===== config.mk =====
export PLATFORM = sky130hd
export DESIGN_NAME = loopseq
export DESIGN_NICKNAME = d
export VERILOG_FILES = /design/src/rtl/loopseq_pkg.sv /design/src/rtl/loopseq_decode.sv /design/src/rtl/loopseq_pc.sv /design/src/rtl/loopseq_issue.sv /design/src/rtl/loopseq.sv
export SDC_FILE = /design/constraint.sdc
export NUM_CORES = 1
export LEC_CHECK = 0
export BUFFER_PORTS_ARGS = -buffer_cell sky130_fd_sc_hd__buf_2
export CORE_MARGIN = 5
export CORE_UTILIZATION = 45
export CTS_CLUSTER_DIAMETER = 50
export DETAILED_ROUTE_END_ITERATION = 7
export GPL_TIMING_DRIVEN = 0
export PLACE_DENSITY = 0.78
export SLEW_MARGIN = 20
export SYNTH_ARGS = -nofsm -noshare
export SYNTH_HDL_FRONTEND = slang
export SYNTH_SLANG_ARGS = --single-unit

===== constraint.sdc =====
create_clock -name clk -period 2.1 [get_ports clk]
set_clock_uncertainty 0.15 [all_clocks]
set_input_delay 0.21 -clock clk [delete_from_list [all_inputs] [get_ports clk]]
set_output_delay 0.21 -clock clk [all_outputs]
set_load 0.05 [all_outputs]

===== src/rtl/loopseq_pkg.sv =====
// Package: field positions and opcodes of the sequencer instruction word.
// Assumes a fixed 24-bit word; only the control fields are decoded here.
package loopseq_pkg;
    localparam int unsigned WORD_W   = 24;
    localparam int unsigned F_CEN    = 23;
    localparam int unsigned F_POL    = 22;
    localparam int unsigned F_SEL_HI = 21;
    localparam int unsigned F_SEL_LO = 18;
    localparam int unsigned F_OP_HI  = 17;
    localparam int unsigned F_OP_LO  = 12;
    localparam int unsigned SEL_W    = F_SEL_HI - F_SEL_LO + 1;
    localparam int unsigned OP_W     = F_OP_HI - F_OP_LO + 1;

    localparam logic [OP_W-1:0] OP_NOP = 6'h00;
    localparam logic [OP_W-1:0] OP_EOP = 6'h3F;

    typedef struct packed {
        logic             cen;
        logic             pol;
        logic [SEL_W-1:0] sel;
        logic [OP_W-1:0]  op;
    } ctl_t;

    // Pull the control fields out of a raw word.
    function automatic ctl_t split_word(input logic [WORD_W-1:0] w);
        ctl_t c;
        c.cen = w[F_CEN];
        c.pol = w[F_POL];
        c.sel = w[F_SEL_HI:F_SEL_LO];
        c.op  = w[F_OP_HI:F_OP_LO];
        return c;
    endfunction
endpackage


===== src/rtl/loopseq_decode.sv =====
// Module: loopseq_decode
// Decodes the word being fetched. It evaluates the predicate against the
// converter register and classifies the word as: executable, aligned restart,
// misaligned end-of-program, or squashed.
// Assumes the word and its address belong to the same cycle. A select beyond
// the register width reads as 0.
module loopseq_decode
    import loopseq_pkg::*;
#(
    parameter int unsigned AW    = 8,
    parameter int unsigned CW    = 9,
    parameter int unsigned ALIGN = 4
) (
    input  logic [WORD_W-1:0] word,
    input  logic [AW-1:0]     addr,
    input  logic [CW-1:0]     cond_reg,
    input  logic              in_slot,
    output logic              exec,
    output logic              restart,
    output logic              misalign
);
    ctl_t ctl;
    logic cond_bit;
    logic cond_ok;
    logic aligned;

    assign ctl     = split_word(word);
    assign aligned = ((32'(addr) % ALIGN) == 0);

    // Pick the selected converter bit, or 0 if the select is out of range.
    always_comb begin
        cond_bit = 1'b0;
        for (int i = 0; i < int'(CW); i++) begin
            if (ctl.sel == SEL_W'(i)) cond_bit = cond_reg[i];
        end
    end

    assign cond_ok = !ctl.cen || (cond_bit == ctl.pol);

    // Classify the word; slots and failed predicates squash everything.
    always_comb begin
        exec     = 1'b0;
        restart  = 1'b0;
        misalign = 1'b0;
        if (!in_slot && cond_ok) begin
            if (ctl.op == OP_EOP) begin
                restart  = aligned;
                misalign = !aligned;
            end else begin
                exec = (ctl.op != OP_NOP);
            end
        end
    end
endmodule


===== src/rtl/loopseq_pc.sv =====
// Module: loopseq_pc
// Program counter with wrap-around and a restart slot counter. A restart
// request starts a countdown of SLOTS fetches; after the last slot the PC
// returns to 0. With SLOTS = 0 the restart takes effect at the next fetch.
// Assumes restart is never requested while a countdown is running.
module loopseq_pc #(
    parameter int unsigned DEPTH = 192,
    parameter int unsigned SLOTS = 3,
    parameter int unsigned AW    = 8
) (
    input  logic          clk,
    input  logic          rst_n,
    input  logic          restart,
    output logic [AW-1:0] pc,
    output logic          in_slot
);
    localparam int unsigned SW = (SLOTS > 0) ? $clog2(SLOTS + 1) : 1;

    logic [AW-1:0] pc_q, pc_d, pc_inc;
    logic [SW-1:0] slot_q, slot_d;

    assign pc_inc  = (pc_q == AW'(DEPTH - 1)) ? '0 : pc_q + 1'b1;
    assign pc      = pc_q;
    assign in_slot = (slot_q != '0);

    // Choose the next fetch address and the slot count.
    always_comb begin
        pc_d   = pc_inc;
        slot_d = slot_q;
        if (slot_q != '0) begin
            slot_d = slot_q - 1'b1;
            if (slot_q == SW'(1)) pc_d = '0;
        end else if (restart) begin
            if (SLOTS == 0) pc_d = '0;
            else            slot_d = SW'(SLOTS);
        end
    end

    // Hold the PC and slot count; reset clears both.
    always_ff @(posedge clk) begin
        if (!rst_n) begin
            pc_q   <= '0;
            slot_q <= '0;
        end else begin
            pc_q   <= pc_d;
            slot_q <= slot_d;
        end
    end
endmodule


===== src/rtl/loopseq_issue.sv =====
// Module: loopseq_issue
// Issue register: presents each fetched word, its address and its flags to
// the datapath one cycle after the fetch.
// Assumes the inputs are settled before the clock edge.
module loopseq_issue
    import loopseq_pkg::*;
#(
    parameter int unsigned AW = 8
) (
    input  logic              clk,
    input  logic              rst_n,
    input  logic [WORD_W-1:0] word_in,
    input  logic [AW-1:0]     addr_in,
    input  logic              exec_in,
    input  logic              err_in,
    output logic [WORD_W-1:0] word_out,
    output logic [AW-1:0]     addr_out,
    output logic              exec_out,
    output logic              err_out
);
    // Capture the fetch-stage result; reset clears it to an idle issue.
    always_ff @(posedge clk) begin
        if (!rst_n) begin
            word_out <= '0;
            addr_out <= '0;
            exec_out <= 1'b0;
            err_out  <= 1'b0;
        end else begin
            word_out <= word_in;
            addr_out <= addr_in;
            exec_out <= exec_in;
            err_out  <= err_in;
        end
    end
endmodule


===== src/rtl/loopseq.sv =====
// Module: loopseq (top)
// Branch-free program sequencer. It fetches words from an external store in
// address order, wraps at DEPTH, and restarts early after an aligned
// end-of-program word plus SLOTS squashed slots. It predicates each word on
// a converter register bit.
// Assumes the store returns fetch_data in the same cycle as fetch_addr.
module loopseq
    import loopseq_pkg::*;
#(
    parameter int unsigned DEPTH = 192,
    parameter int unsigned CW    = 9,
    parameter int unsigned SLOTS = 3,
    parameter int unsigned ALIGN = 4,
    parameter int unsigned AW    = $clog2(DEPTH)
) (
    input  logic              clk,
    input  logic              rst_n,
    input  logic [CW-1:0]     cond_reg,
    output logic [AW-1:0]     fetch_addr,
    input  logic [WORD_W-1:0] fetch_data,
    output logic [WORD_W-1:0] issue_instr,
    output logic [AW-1:0]     issue_addr,
    output logic              issue_exec,
    output logic              align_err
);
    logic [AW-1:0] pc;
    logic          in_slot;
    logic          dec_exec;
    logic          dec_restart;
    logic          dec_misalign;

    loopseq_pc #(.DEPTH(DEPTH), .SLOTS(SLOTS), .AW(AW)) u_pc (
        .clk     (clk),
        .rst_n   (rst_n),
        .restart (dec_restart),
        .pc      (pc),
        .in_slot (in_slot)
    );

    loopseq_decode #(.AW(AW), .CW(CW), .ALIGN(ALIGN)) u_dec (
        .word     (fetch_data),
        .addr     (pc),
        .cond_reg (cond_reg),
        .in_slot  (in_slot),
        .exec     (dec_exec),
        .restart  (dec_restart),
        .misalign (dec_misalign)
    );

    loopseq_issue #(.AW(AW)) u_iss (
        .clk      (clk),
        .rst_n    (rst_n),
        .word_in  (fetch_data),
        .addr_in  (pc),
        .exec_in  (dec_exec),
        .err_in   (dec_misalign),
        .word_out (issue_instr),
        .addr_out (issue_addr),
        .exec_out (issue_exec),
        .err_out  (align_err)
    );

    assign fetch_addr = pc;
endmodule


==> summary.txt <==
status: complete, no violations
GRT Overall Usage: 0.163
setup bufs post-CTS: 0
first-pass GRT wire length: 6.22 mm
setup tns final: 0 ns
Max Cap Viol: 0
WHS Path Cells: 3
synthesized area: 1580 um^2
area growth from synthesis to layout: 47.2%
minimum clock period: 1.97 ns
Least-Margin Pin Slew: 0.376 ns
number of nets in the layout: 296
number of CTS-inserted buffers: 5
# port buffers: 74
largest net degree at the start of global routing: 14
largest family of logic cells by synthesized area: simple AND/OR/NAND/NOR gates
RSZ-0062 raised after global routing: no
crit-path max cell delay: 0.52 ns
HP Class: primary input to flip-flop
Synth warnings: 0
Die ar.: 4790 um^2
number of global-route vias before repair: 1,382
top cells by area, synth: dfxtp_1, and2_1, ha_1
drc violations: 0
worst hold start: rst_n
commonest non-fill, non-tap cell in the layout: buf_2
Final Hold Viols: 0
compound-cell area share of the yosys netlist: 0.0634
net count after synthesis: 191
Final Max Slew Viols: 0
Initial DRC Count: 50
PnR Total Power: 1.91 mW
crit-path max FO: 6
# diodes: 0
share of cells above drive strength 1: 0.341
synth unique cells: 30
mux share of post-synthesis cell area: 0.0317
initial antenna violation count: 0
Post-Synth XOR/XNOR Area: 0.0388
most used cell, CP: inv_1
vias post-DR: 1,366
Post-Syn Instances: 152
row count: 21
Core Area: 3360 um^2
CP max-delay cell: or4_1
Simple-Gate Fraction of Synth Area: 0.241
io pins: 77
CP Buf/Inv Count: 2
CP endpoint kind: flip-flop
CP required: 2.23 ns
post-CTS sizing: 0
antenna violation net count after detailed routing: 0
reg2reg setup slack: 0.13 ns
depth of the CTS H-tree: 2
1st-pass router iterations: 4
grt total ovfl: 0
worst reg2reg startpoint: u_pc.pc[1]
slew margin rel.: 0.749
adder-cell area share of the yosys netlist: 0.0317
Die X: 69.2 um
DR vias/cell: 4.49
CP startpoint kind: flip-flop
Pwr Density: 822 nW/um^2
final wirelength: 3.70 mm
wire length per cell: 12.2 um
worst hold slack: 0.112 ns
Synth area leader: dfxtp_1
CTS tree: built
Synth top area share: 0.558
leak pwr: 1.14 nW
commonest non-fill, non-tap cells in the layout: buf_2, dfxtp_1, and2_1, dlygate4sd3_1, nor2_1
clk slew on worst S/H paths: 0.12 ns
Max rail drop VDD: 0.000449 V
crit path cell chain: inv_1, ha_1, inv_1, or4_1, a22o_1, nor3_2, mux2i_1
GPL Wtd Cong: 0.732
deepest clock path buffer count: 2
sequential area share after synthesis: 0.558
main flop type after synthesis: dfxtp_1
dpl hpwl: 2.56 mm
ys async rst share: 0
Die Ht: 69.2 um
Setup Crit Path Kind: flip-flop to flip-flop
Hold Path Sink: u_pc.slot_q[1]
clock root cell: clkbuf_4
Starting Density: 0.469
# setup viols final: 0
Period Utilization, post-route: 0.936
Avg Synthesized Cell Area: 10.4 um^2
Worst Path Arrival: 2.10 ns
# fillers: 296
Clock Sinks: 44
Top delay family on crit path: simple AND/OR/NAND/NOR gates
Worst Reg-to-Reg Cells: 7
latest clock arrival within the worst-skew pair: 0.34 ns
FMAX: 509 MHz
r2r endpoint: u_pc.slot_q[1]
Post-synth EDFFs: 0
number of synthesized register bits: 44
per-stage QoR:
stage	std cells	setup slack [ns]	utilization	cell area (um^2)
finish	304	0.134	0.691	2320
global route	304	0.0226	0.691	2320
CTS	304	0.0701	0.691	2320
detailed placement	272	0.113	0.597	2010
global placement	272	0.104	0.597	2010
floorplan	152	0.0111	-	1580
tightest hold or removal path, stage by stage:
cell and delay (ns):
clkbuf_1 0.19, nand2_1 0.12, mux2i_1 0.05
routing by layer:
metal | vias to the layer above | track usage | wire length [um]
met5 | - | 0 | 0
met2 | 40 | 0.299 | 2010
met4 | 0 | 0.0651 | 69
li1 | 702 | - | -
met1 | 615 | 0.163 | 1410
met3 | 9 | 0.0623 | 210
cell families (layout without fill, tap and decap cells):
| family | Yosys count | count (layout) |
|---|---|---|
| flip-flops | 44 | 44 |
| XOR/XNOR | 7 | 7 |
| buffers and inverters | 13 | 119 |
| AND/OR/NAND/NOR | 68 | 68 |
| AO/OA/AOI/OAI | 11 | 11 |
| multiplexers | 5 | 5 |
| adder cells (fa/ha/maj) | 4 | 4 |
cell usage after synthesis, types with 2 or more instances:
library cell  number
nor2b_1            2
or4_1              2
xor2_1             4
a211oi_1           2
clkbuf_1           4
nand3_1            4
nor2_1            12
nand2_1            8
inv_1              8
and3_1             2
dfxtp_1           44
mux2i_1            5
and2_1            33
ha_1               4
xnor2_1            3
worst max path at each step:
stage / start / slack, ns / to / cells after the start
2_1_floorplan: u_pc.pc[1] / 0.01 / u_pc.slot_q[1] / 7
3_3_place_gp: u_pc.pc[1] / 0.10 / u_pc.slot_q[1] / 7
3_5_place_dp: u_pc.pc[1] / 0.11 / u_pc.slot_q[1] / 7
4_1_cts: u_pc.pc[1] / 0.07 / u_pc.slot_q[1] / 7
5_1_grt: u_pc.pc[1] / 0.02 / u_pc.slot_q[1] / 7
6_report: u_pc.pc[1] / 0.13 / u_pc.slot_q[1] / 7
sequential cells by signal, summed over array words and instances (netlist names):
signal,cells
u_pc.slot_q,2
u_iss.exec_out,1
u_iss.addr_out,8
u_pc.pc,8
u_iss.word_out,24
u_iss.err_out,1
cell type report:
type	instances	area, um^2	share of cell area
Sequential cell	44	882	0.379
Multi-Input combinational cell	95	642	0.276
Timing Repair Buffer	98	611	0.263
Tap cell	46	57.6	0.0248
Clock buffer	6	41.3	0.0178
Clock inverter	2	35.0	0.0151
Inverter	8	30.0	0.0129
Buffer	5	26.3	0.0113
what timing repair did:
action	4_1_cts	5_1_grt
endpoints found under the setup margin	0	1
endpoints found under the hold margin	26	0
hold buffers	24	0
where the power goes:
group	internal, mW	leakage, nW	switching, mW
clock	0.250	0.0422	0.250
sequential	0.896	0.363	0.0315
combinational	0.171	0.730	0.315
No activity file was read; power rests on OpenSTA's default activity.
